<file path="src/rtl/flb_pkg.sv">
package flb_pkg;

  localparam logic [15:0] CMD_UNLOCK_1 = 16'h00AA;
  localparam logic [15:0] CMD_UNLOCK_2 = 16'h0055;
  localparam logic [15:0] CMD_ID_ENTER = 16'h0090;
  localparam logic [15:0] CMD_READ_RET = 16'h00F0;

  localparam int unsigned OFS_CMD_A   = 32'h0000_0AAA;
  localparam int unsigned OFS_CMD_B   = 32'h0000_0554;
  localparam int unsigned OFS_PROT_WD = 32'h0000_0004;

  typedef enum logic [2:0] {
    SC_IDLE,
    SC_GROUP,
    SC_ENTRY,
    SC_BLOCK,
    SC_READ,
    SC_RECORD,
    SC_RESET
  } scan_st_e;

  typedef enum logic [1:0] {
    BP_IDLE,
    BP_REQ,
    BP_WAIT
  } bus_st_e;

endpackage

</file>
<file path="src/rtl/flb_group_sel.sv">
module flb_group_sel #(
  parameter int ADDR_W = 24,
  parameter int NGRP   = 4,
  parameter int CNT_W  = 8,
  parameter int GRP_W  = 3
) (
  input  logic [GRP_W-1:0]       idx,
  input  logic [NGRP*CNT_W-1:0]  tbl_count,
  input  logic [NGRP*ADDR_W-1:0] tbl_size,
  input  logic [NGRP-1:0]        tbl_open,
  input  logic [NGRP-1:0]        tbl_close,
  output logic [CNT_W-1:0]       sel_count,
  output logic [ADDR_W-1:0]      sel_size,
  output logic                   sel_open,
  output logic                   sel_close
);

  localparam int IDX_W = (NGRP > 1) ? $clog2(NGRP) : 1;

  logic [CNT_W-1:0]  cnt_arr  [NGRP];
  logic [ADDR_W-1:0] size_arr [NGRP];

  for (genvar g = 0; g < NGRP; g++) begin : g_unpack
    assign cnt_arr[g]  = tbl_count[g*CNT_W +: CNT_W];
    assign size_arr[g] = tbl_size[g*ADDR_W +: ADDR_W];
  end

  logic [IDX_W-1:0] idx_n;
  logic             in_range;
  assign idx_n    = IDX_W'(idx);
  assign in_range = (int'(idx) < NGRP);

  always_comb begin
    if (in_range) begin
      sel_count = cnt_arr[idx_n];
      sel_size  = size_arr[idx_n];
      sel_open  = tbl_open[idx_n];
      sel_close = tbl_close[idx_n];
    end else begin
      sel_count = '0;
      sel_size  = '0;
      sel_open  = 1'b0;
      sel_close = 1'b0;
    end
  end

endmodule

</file>
<file path="src/rtl/flb_bus_port.sv">
module flb_bus_port
  import flb_pkg::*;
#(
  parameter int ADDR_W = 24
) (
  input  logic              clk,
  input  logic              rst_n,
  input  logic              acc_go,
  input  logic [ADDR_W-1:0] acc_addr,
  input  logic [15:0]       acc_wdata,
  input  logic              acc_write,
  output logic              acc_done,
  output logic              acc_err,
  output logic [15:0]       acc_rdata,
  output logic              bus_req_valid,
  input  logic              bus_req_ready,
  output logic [ADDR_W-1:0] bus_req_addr,
  output logic [15:0]       bus_req_wdata,
  output logic              bus_req_write,
  input  logic              bus_rsp_valid,
  input  logic [15:0]       bus_rsp_rdata,
  input  logic              bus_rsp_err
);

  bus_st_e st;
  logic [ADDR_W-1:0] addr_q;
  logic [15:0]       wdata_q;
  logic              write_q;

  always_ff @(posedge clk or negedge rst_n) begin
    if (!rst_n) begin
      st      <= BP_IDLE;
      addr_q  <= '0;
      wdata_q <= '0;
      write_q <= 1'b0;
    end else begin
      case (st)
        BP_IDLE: if (acc_go) begin
          addr_q  <= acc_addr;
          wdata_q <= acc_wdata;
          write_q <= acc_write;
          st      <= BP_REQ;
        end
        BP_REQ:  if (bus_req_ready) st <= BP_WAIT;
        BP_WAIT: if (bus_rsp_valid) st <= BP_IDLE;
        default: st <= BP_IDLE;
      endcase
    end
  end

  assign bus_req_valid = (st == BP_REQ);
  assign bus_req_addr  = addr_q;
  assign bus_req_wdata = wdata_q;
  assign bus_req_write = write_q;
  assign acc_done      = (st == BP_WAIT) && bus_rsp_valid;
  assign acc_err       = bus_rsp_err;
  assign acc_rdata     = bus_rsp_rdata;

  // a new access is only requested while the port has nothing in flight
  p_go_idle_r7: assert property (@(posedge clk) disable iff (!rst_n)
    acc_go |-> (st == BP_IDLE));

  // an offered request stays offered and unchanged until accepted
  p_req_hold_r7: assert property (@(posedge clk) disable iff (!rst_n)
    (bus_req_valid && !bus_req_ready) |=>
      (bus_req_valid && $stable(bus_req_addr) && $stable(bus_req_wdata)
       && $stable(bus_req_write)));

endmodule

</file>
<file path="src/rtl/flb_rec_out.sv">
module flb_rec_out #(
  parameter int ADDR_W = 24
) (
  input  logic              clk,
  input  logic              rst_n,
  input  logic              load,
  input  logic [ADDR_W-1:0] load_offset,
  input  logic              load_locked,
  output logic              taken,
  output logic              rec_valid,
  input  logic              rec_ready,
  output logic [ADDR_W-1:0] rec_offset,
  output logic              rec_locked
);

  always_ff @(posedge clk or negedge rst_n) begin
    if (!rst_n) begin
      rec_valid  <= 1'b0;
      rec_offset <= '0;
      rec_locked <= 1'b0;
    end else if (load) begin
      rec_valid  <= 1'b1;
      rec_offset <= load_offset;
      rec_locked <= load_locked;
    end else if (taken) begin
      rec_valid  <= 1'b0;
    end
  end

  assign taken = rec_valid && rec_ready;

  // a stalled record keeps its contents
  p_rec_hold_r6: assert property (@(posedge clk) disable iff (!rst_n)
    (rec_valid && !rec_ready) |=>
      (rec_valid && $stable(rec_offset) && $stable(rec_locked)));

endmodule

</file>
<file path="src/rtl/flash_lock_scanner.sv">
module flash_lock_scanner
  import flb_pkg::*;
#(
  parameter int ADDR_W = 24,
  parameter int NGRP   = 4,
  parameter int CNT_W  = 8,
  localparam int GRP_W = $clog2(NGRP + 1)
) (
  input  logic                   clk,
  input  logic                   rst_n,
  input  logic                   start,
  input  logic                   verify_en,
  input  logic                   verify_target,
  input  logic [ADDR_W-1:0]      base_addr,
  input  logic [GRP_W-1:0]       grp_used,
  input  logic [NGRP*CNT_W-1:0]  grp_count,
  input  logic [NGRP*ADDR_W-1:0] grp_size,
  input  logic [NGRP-1:0]        grp_open,
  input  logic [NGRP-1:0]        grp_close,
  output logic                   bus_req_valid,
  input  logic                   bus_req_ready,
  output logic [ADDR_W-1:0]      bus_req_addr,
  output logic [15:0]            bus_req_wdata,
  output logic                   bus_req_write,
  input  logic                   bus_rsp_valid,
  input  logic [15:0]            bus_rsp_rdata,
  input  logic                   bus_rsp_err,
  output logic                   rec_valid,
  input  logic                   rec_ready,
  output logic [ADDR_W-1:0]      rec_offset,
  output logic                   rec_locked,
  output logic                   done,
  output logic                   done_pass,
  output logic                   done_err
);

  localparam logic [ADDR_W-1:0] A_CMD_A = ADDR_W'(OFS_CMD_A);
  localparam logic [ADDR_W-1:0] A_CMD_B = ADDR_W'(OFS_CMD_B);
  localparam logic [ADDR_W-1:0] A_PROT  = ADDR_W'(OFS_PROT_WD);

  scan_st_e          state;
  logic [GRP_W-1:0]  grp_idx;
  logic [CNT_W-1:0]  blk_cnt;
  logic [ADDR_W-1:0] offset;
  logic [ADDR_W-1:0] part_base;
  logic [1:0]        step;
  logic              issued;
  logic              fail_flag;
  logic              locked_q;
  logic              verify_q;
  logic              target_q;

  logic [CNT_W-1:0]  g_count;
  logic [ADDR_W-1:0] g_size;
  logic              g_open;
  logic              g_close;

  logic              acc_go;
  logic [ADDR_W-1:0] acc_addr;
  logic [15:0]       acc_wdata;
  logic              acc_write;
  logic              acc_done;
  logic              acc_err;
  logic [15:0]       acc_rdata;
  logic              rec_load;
  logic              rec_taken;
  logic              rd_unused_bits;

  assign rd_unused_bits = ^acc_rdata[15:1];

  flb_group_sel #(
    .ADDR_W(ADDR_W), .NGRP(NGRP), .CNT_W(CNT_W), .GRP_W(GRP_W)
  ) u_gsel (
    .idx       (grp_idx),
    .tbl_count (grp_count),
    .tbl_size  (grp_size),
    .tbl_open  (grp_open),
    .tbl_close (grp_close),
    .sel_count (g_count),
    .sel_size  (g_size),
    .sel_open  (g_open),
    .sel_close (g_close)
  );

  // access selection: what the current state puts on the bus
  always_comb begin
    acc_addr  = part_base + A_CMD_A;
    acc_wdata = CMD_READ_RET;
    acc_write = 1'b1;
    case (state)
      SC_ENTRY: begin
        case (step)
          2'd0:    begin acc_addr = part_base + A_CMD_A; acc_wdata = CMD_UNLOCK_1; end
          2'd1:    begin acc_addr = part_base + A_CMD_B; acc_wdata = CMD_UNLOCK_2; end
          default: begin acc_addr = part_base + A_CMD_A; acc_wdata = CMD_ID_ENTER; end
        endcase
      end
      SC_READ: begin
        acc_addr  = base_addr + offset + A_PROT;
        acc_wdata = 16'h0000;
        acc_write = 1'b0;
      end
      default: ;
    endcase
  end

  assign acc_go = !issued &&
                  ((state == SC_ENTRY) || (state == SC_READ) || (state == SC_RESET));

  flb_bus_port #(.ADDR_W(ADDR_W)) u_bus (
    .clk           (clk),
    .rst_n         (rst_n),
    .acc_go        (acc_go),
    .acc_addr      (acc_addr),
    .acc_wdata     (acc_wdata),
    .acc_write     (acc_write),
    .acc_done      (acc_done),
    .acc_err       (acc_err),
    .acc_rdata     (acc_rdata),
    .bus_req_valid (bus_req_valid),
    .bus_req_ready (bus_req_ready),
    .bus_req_addr  (bus_req_addr),
    .bus_req_wdata (bus_req_wdata),
    .bus_req_write (bus_req_write),
    .bus_rsp_valid (bus_rsp_valid),
    .bus_rsp_rdata (bus_rsp_rdata),
    .bus_rsp_err   (bus_rsp_err)
  );

  assign rec_load = (state == SC_READ) && acc_done && !acc_err;

  flb_rec_out #(.ADDR_W(ADDR_W)) u_rec (
    .clk         (clk),
    .rst_n       (rst_n),
    .load        (rec_load),
    .load_offset (offset),
    .load_locked (acc_rdata[0]),
    .taken       (rec_taken),
    .rec_valid   (rec_valid),
    .rec_ready   (rec_ready),
    .rec_offset  (rec_offset),
    .rec_locked  (rec_locked)
  );

  always_ff @(posedge clk or negedge rst_n) begin
    if (!rst_n) begin
      state     <= SC_IDLE;
      grp_idx   <= '0;
      blk_cnt   <= '0;
      offset    <= '0;
      part_base <= '0;
      step      <= '0;
      issued    <= 1'b0;
      fail_flag <= 1'b0;
      locked_q  <= 1'b0;
      verify_q  <= 1'b0;
      target_q  <= 1'b0;
      done      <= 1'b0;
      done_pass <= 1'b0;
      done_err  <= 1'b0;
    end else begin
      done      <= 1'b0;
      done_pass <= 1'b0;
      done_err  <= 1'b0;
      if (acc_go)        issued <= 1'b1;
      else if (acc_done) issued <= 1'b0;

      if (acc_done && acc_err) begin
        state    <= SC_IDLE;
        done     <= 1'b1;
        done_err <= 1'b1;
      end else begin
        case (state)
          SC_IDLE: if (start) begin
            verify_q  <= verify_en;
            target_q  <= verify_target;
            grp_idx   <= '0;
            offset    <= '0;
            part_base <= base_addr;
            fail_flag <= 1'b0;
            state     <= SC_GROUP;
          end
          SC_GROUP: begin
            blk_cnt <= '0;
            if (grp_idx >= grp_used) begin
              done      <= 1'b1;
              done_pass <= 1'b1;
              state     <= SC_IDLE;
            end else if (g_open) begin
              part_base <= base_addr + offset;
              step      <= '0;
              state     <= SC_ENTRY;
            end else begin
              state <= SC_BLOCK;
            end
          end
          SC_ENTRY: if (acc_done) begin
            if (step == 2'd2) state <= SC_BLOCK;
            else              step  <= step + 2'd1;
          end
          SC_BLOCK: begin
            if (blk_cnt == g_count) begin
              if (g_close) begin
                state <= SC_RESET;
              end else begin
                grp_idx <= grp_idx + 1'b1;
                state   <= SC_GROUP;
              end
            end else begin
              state <= SC_READ;
            end
          end
          SC_READ: if (acc_done) begin
            locked_q <= acc_rdata[0];
            state    <= SC_RECORD;
          end
          SC_RECORD: if (rec_taken) begin
            if (verify_q && (locked_q != target_q)) begin
              fail_flag <= 1'b1;
              state     <= SC_RESET;
            end else begin
              offset  <= offset + g_size;
              blk_cnt <= blk_cnt + 1'b1;
              state   <= SC_BLOCK;
            end
          end
          SC_RESET: if (acc_done) begin
            if (fail_flag) begin
              done  <= 1'b1;
              state <= SC_IDLE;
            end else begin
              grp_idx <= grp_idx + 1'b1;
              state   <= SC_GROUP;
            end
          end
          default: state <= SC_IDLE;
        endcase
      end
    end
  end

  // pass and error never reported together
  p_done_flags_r1: assert property (@(posedge clk) disable iff (!rst_n)
    done |-> !(done_pass && done_err));

  // no bus traffic while the sequencer is idle
  p_idle_quiet_r1: assert property (@(posedge clk) disable iff (!rst_n)
    (state == SC_IDLE) |-> !bus_req_valid);

  // an error response ends the scan one cycle later
  p_err_ends_r10: assert property (@(posedge clk) disable iff (!rst_n)
    (acc_done && acc_err) |=> (done && done_err && !done_pass));

  // no bus request while a record waits
  p_stall_quiet_r6: assert property (@(posedge clk) disable iff (!rst_n)
    (rec_valid && !rec_ready) |-> !acc_go);

endmodule

</file>
<file path="config.mk">
export PLATFORM = sky130hd
export DESIGN_NAME = flash_lock_scanner
export DESIGN_NICKNAME = d
export VERILOG_FILES = /design/src/rtl/flb_pkg.sv /design/src/rtl/flb_group_sel.sv /design/src/rtl/flb_bus_port.sv /design/src/rtl/flb_rec_out.sv /design/src/rtl/flash_lock_scanner.sv
export SDC_FILE = /design/constraint.sdc
export NUM_CORES = 1
export LEC_CHECK = 0
export BUFFER_PORTS_ARGS = -buffer_cell sky130_fd_sc_hd__buf_4
export CORE_MARGIN = 2
export CORE_UTILIZATION = 30
export CTS_CLUSTER_SIZE = 10
export DETAILED_ROUTE_END_ITERATION = 8
export PLACE_DENSITY = 0.55
export SETUP_SLACK_MARGIN = 0.5
export SYNTH_ARGS = -nofsm -noshare
export SYNTH_HDL_FRONTEND = slang
export SYNTH_SLANG_ARGS = --single-unit
</file>
<file path="constraint.sdc">
create_clock -name clk -period 5.8 [get_ports clk]
set_clock_uncertainty 0.05 [all_clocks]
set_input_delay 1.16 -clock clk [delete_from_list [all_inputs] [get_ports clk]]
set_output_delay 1.16 -clock clk [all_outputs]
set_load 0.05 [all_outputs]
</file>
# Word-level counts from Yosys, hierarchy flattened
# Index checks and enable logic that the tools add are counted.
classes:
  add_sub_neg: 8
  n_lt_le_gt_ge: 4
  eq_ne: 33
  muxes: 75
  bitwise: 2
  reduce_logical: 32
ops:
  columns: ["cell", "count"]
  rows:
  - ["$mux W24", 10]
  - ["$pmux W24 S2", 3]
  - ["$add A24 B24 Y24", 2]
  - ["$bmux W24 S2", 1]
  - ["$pmux W8 S2", 3]
  - ["$mux W3", 15]
  - ["$mux W8", 5]
  - ["$ne A2 B2 Y1 const B", 14]
  - ["$add A24 B11 Y24 const B", 1]
  - ["$add A24 B12 Y24 const B", 1]
  - ["$add A24 B3 Y24 const B", 1]
  - ["$mux W1", 21]
  - ["$pmux W3 S7", 1]
  - ["$bmux W8 S2", 1]
  - ["$mux W2", 8]
  - ["$reduce_and A5 Y1", 3]
  - ["$reduce_and A6 Y1", 2]
  - ["$reduce_bool A2 Y1", 6]
  - ["$eq A3 B3 Y1 const B", 3]
  - ["$ne A3 B2 Y1 const B", 3]
  - ["$pmux W3 S3", 1]
  - ["$reduce_and A3 Y1", 3]
  - ["$add A8 B1 Y8 const B", 1]
  - ["$eq A8 B8 Y1", 1]
  - ["other kinds (29)", 44]
word_totals:
  reg_bits: 141
  out_inout_bits: 71

# Longest topological paths before layout
depth:
  word_depth: 9
  ltp_mapped: 17
  depth_no_buf: 14

# Hierarchy
# A second synthesis with hierarchy kept.
unflattened:
  cells_unflattened: 1219
  area_unflattened_um2: 11334.6
modules_own_cells:
  columns: ["module", "instances", "cells_per_inst", "area_per_inst_um2", "seq_area_each_um2"]
  rows:
  - ["flash_lock_scanner", 1, 929, 7439.6, 1801.7]
  - ["flb_bus_port", 1, 113, 1769.2, 1076.0]
  - ["flb_rec_out", 1, 57, 1072.3, 650.6]
  - ["flb_group_sel", 1, 120, 1053.5, 0.0]

# Least setup slack after synthesis
# Ideal clock, no wire load.
synth_path:
  kind: "register to register"
  from: "reg grp_idx[0]"
  to: "reg offset[22]"
  arrival_time_ns: 4.310
  setup_slack_ns: 1.319
  path_stages_with_launch: 18
  n_path_buf: 3
  path_cell_list: "dfrtp_1 buf_6 buf_6 buf_1 mux4_2 and2_1 ha_1 fa_1 a21oi_1 o21bai_1 nor4_1 o31ai_1 a221oi_1 o21a_1 o311ai_0 a21oi_1 xnor2_1 a22o_1"
synth_between:
  elab_chain_cells: 9
  elab_cells_between_ends: 10
synth_rtl:
  columns: ["item", "line_no", "source"]
  rows:
  - ["from (decl)", "flash_lock_scanner.sv:42", "logic [GRP_W-1:0] grp_idx;"]
  - ["from (signal assigned)", "flash_lock_scanner.sv:206", "grp_idx <= grp_idx + 1'b1;"]
  - ["from (signal assigned)", "flash_lock_scanner.sv:232", "grp_idx <= grp_idx + 1'b1;"]
  - ["$not A2 Y3 (not written as such)", "flb_group_sel.sv:36", "sel_size = size_arr[idx_n];"]
  - ["$bmux W24 S2", "flb_group_sel.sv:36", null]
  - ["$mux W24 (not written as such) (2 in a row)", "flb_group_sel.sv:36", null]
  - ["$mux W24 *", "flb_group_sel.sv:34", "if (in_range) begin"]
  - ["$add A24 B24 Y24 *", "flash_lock_scanner.sv:222", "offset <= offset + g_size;"]
  - ["$mux W24 *", "flash_lock_scanner.sv:218", "if (verify_q && (locked_q != target_q)) begin"]
  - ["$mux W24 *", "flash_lock_scanner.sv:217", "SC_RECORD: if (rec_taken) begin"]
  - ["$pmux W24 S2 *", "flash_lock_scanner.sv:173", "case (state)"]
  - ["to (signal assigned)", "flash_lock_scanner.sv:222", null]
  - ["to (decl)", "flash_lock_scanner.sv:44", "logic [ADDR_W-1:0] offset;"]
# Mark *: on every way between the ends. The rest lies on a longest branch, timed or not. The select of a mux whose other input is x is not followed.
# A chain may end at the register's enable or synchronous reset.

# Worst setup path after layout
layout_path:
  from: "reg grp_idx[0]"
  to: "reg offset[23]"
# The elaborated chain is that of the path after synthesis.

==> flow_summary.ini <==
[yosys]
synthCells = 1175
synth_cell_type_count = 86
synth_area_leader_cell = dfrtp_1
syn_area_per_cell_sq_um = 9.07
synth_edf_count = 0
synth_area_sq_um = 10700
synth.ff_latch_count = 131
synthTopCellsByArea = dfrtp_1 (31%), mux4_2 (7.2%), ha_1 (7.0%), o21ai_0 (4.2%), nand2_1 (3.8%)
synthTopCellsByCount = dfrtp_1 (131), nand2_1 (108), o21ai_0 (90)
synthArstFlopShare_pct = 100
ys_seq_area_share_pct = 30.8
synth-main-ff-cell = dfrtp_1
synth-warning-count = 0
yosysTopAreaCellShare_pct = 30.8
yosysMostFrequentCell = dfrtp_1

[routing]
wl_per_cell_um = 16.7
vias_per_cell = 5.15
num_vias = 9522
antenna_left = 0
remaining_drc_errors = 0
first_iter_violations = 692
routed_wl_um = 30900
first_pass_iters = 5

[final_layout]
fin_area_sq_um = 13300
drive_gt1_share_pct = 26.8
area_growth_syn_to_layout_pct = 24.9
final_core_util_pct = 37.7
finalNetCount = 1623

[clock_network]
cts_hold_buf = 0
htree_levels = 4
path_clk_slew_ns = 0.07
cts.sinks = 131
cts_buffer_depth = 2
cts_buffers = 17
post_cts_buffers = 0
cts_tree = built
root_buffer = clkbuf_16
ctsResizeCount = 0
clkLatencyLatePin_ns = 0.44

[die]
dieArea_sq_um = 37100
core_area_sq_um = 35300
initial_utilization_pct = 30.2
fp.dieW_um = 193
die-height_um = 193
num_io_pins = 259
fp-row-count = 69

[worst_setup_path]
reg2reg_depth = 14
arrival_ns = 4.80
critPathBufInv = 1
cp.required_ns = 6.06
path_cells = buf_4, mux4_2, and2_1, ha_1, a21o_1, a21oi_1, a21oi_1, a211oi_1, o22ai_1, o41ai_1, o21bai_1, a21o_1, xnor2_1, a221o_1
critPathKind = register to register
crit_family = compound AO/OA/AOI/OAI gates
cp_num_cells = 14
slowest_delay_ns = 0.66
critPathLaunchType = register
slowest_stage = dfrtp_2
crit_fanout = 15
cp-end-kind = register

[timing]
fin_crit_sh_pct = 78.2
finalCriticalPeriod_ns = 4.53
hold_ws_ns = 0.419
setup_viol = 0
fmax_ghz = 0.221
slew_viol_final = 0
fin_tns_setup_ns = 0
worstMarginPinSlew_ns = 0.905
relSlewSlack_pct = 39.7
rsz0062_at_grt = no
hold_viol = 0

[place]
gp_congestion = 0.885
placed_cell_area_sq_um = 12800
dpl.hpwl_um = 24300
io_buffers = 235

[min_path]
whs_path_depth = 2
hold_class = register to register

[power_and_ir_drop]
p_leak_nw = 6.08
p_per_area_nw_per_um2 = 549
ir_worst_vdd_mv = 0.204

[grt]
gr-usage-met3_pct = 3.15
grt_max_degree = 94
grt.busiest_layer = met2
antenna_found_initial = 1
met1_usage_pct = 23.3
grt_pass1_vias = 9175
grtUsageTotal_pct = 17.1
grt_overflow = 0
use_met2_pct = 27.8
grt_pass1_wl_um = 49500

[run]
maxCapViolCount = 0

[run_status]
status = complete, no violations
[per-stage QoR]
step                instances  power (mW)  worst slack, ns
floorplan                1182        5.16             1.32
global placement         1815        6.21            0.863
detailed placement       1815        6.28            0.840
CTS                      1847        7.35             1.18
global route             1848        7.96            0.826
finish                   1848        7.31             1.27
[report_power, final]
part / switching [mW] / internal (mW) / leakage (nW)
logic: 2.70 / 1.88 / 4.12
registers: 0.448 / 1.24 / 1.69
clock network: 0.446 / 0.593 / 0.267
total: 3.59 / 3.72 / 6.08
[layout make-up]
cell class              instances  area [sq um]
diodes                          1          2.50
clock buffers                  18           429
clock inverters                14           133
fillers                      3560         22000
inverters                      39           146
multi-input cells             938          6900
flip-flops and latches        131          3280
well taps                     461           577
repair buffers                246          1850
[flip-flops by register name, summed over array words and instances, names as in the netlist, 2 cells and up]
name                 cells
blk_cnt                  8
offset                  24
u_rec.rec_offset        24
grp_idx                  3
u_bus.st                 2
step                     2
u_bus.bus_req_wdata      6
state                    3
u_bus.bus_req_addr      24
part_base               24
[kinds of logic after synthesis]
| logic type | count (synthesis) | share of synthesized area (%) |
|---|---|---|
| AND/OR/NAND/NOR | 375 | 18.0 |
| AO/OA/AOI/OAI | 340 | 20.9 |
| flip-flops | 131 | 30.8 |
| buffers and inverters | 113 | 4.91 |
| multiplexers | 81 | 11.9 |
| XOR/XNOR | 72 | 6.06 |
| adder cells (fa/ha/maj) | 62 | 7.42 |
| other | 1 | 0.0352 |
[routing by layer]
metal  vias up  routed length, um
met5         -                  0
met4         0                461
met3        23               1570
met2       261              14400
met1      4487              14500
li1       4751                  -
[layout by cell type, fill, tap and decap left out, types with 12 or more instances in the layout]
cell type,count
a21o_1,19
a21oi_1,77
a22o_1,21
a31oi_1,16
and2_1,35
and3_1,12
buf_4,245
clkbuf_16,17
dfrtp_1,129
ha_1,60
inv_1,39
mux2_2,29
mux2i_1,18
mux4_2,34
nand2_1,108
nand2b_1,13
nand3_1,33
nand4_1,15
nor2_1,75
nor3_1,28
o211ai_1,12
o21a_1,14
o21ai_0,90
xnor2_1,44
xor2_1,26
[worst register-to-register path: cells and delay by family (launching register included)]
| kind | cells | cell delay (ns) |
|---|---|---|
| AO/OA/AOI/OAI | 9 | 2.17 |
| flip-flops | 1 | 0.66 |
| multiplexers | 1 | 0.54 |
| adder cells (fa/ha/maj) | 1 | 0.36 |
| buffers and inverters | 1 | 0.35 |
| AND/OR/NAND/NOR | 1 | 0.17 |
| XOR/XNOR | 1 | 0.12 |
[worst paths after layout]
path                                        startpoint                endpoint  slack (ns)
worst max-delay path                        grp_idx[0]              offset[23]        1.27
worst min-delay path            u_bus.bus_req_wdata[6]  u_bus.bus_req_wdata[6]        0.42
worst max register to register              grp_idx[0]              offset[23]        1.27
worst min register to register  u_bus.bus_req_wdata[6]  u_bus.bus_req_wdata[6]        0.42
max in group asynchronous                        rst_n              offset[22]        3.82
min in group asynchronous                        rst_n              blk_cnt[6]        0.75
Power figures use the tool's default switching activity.
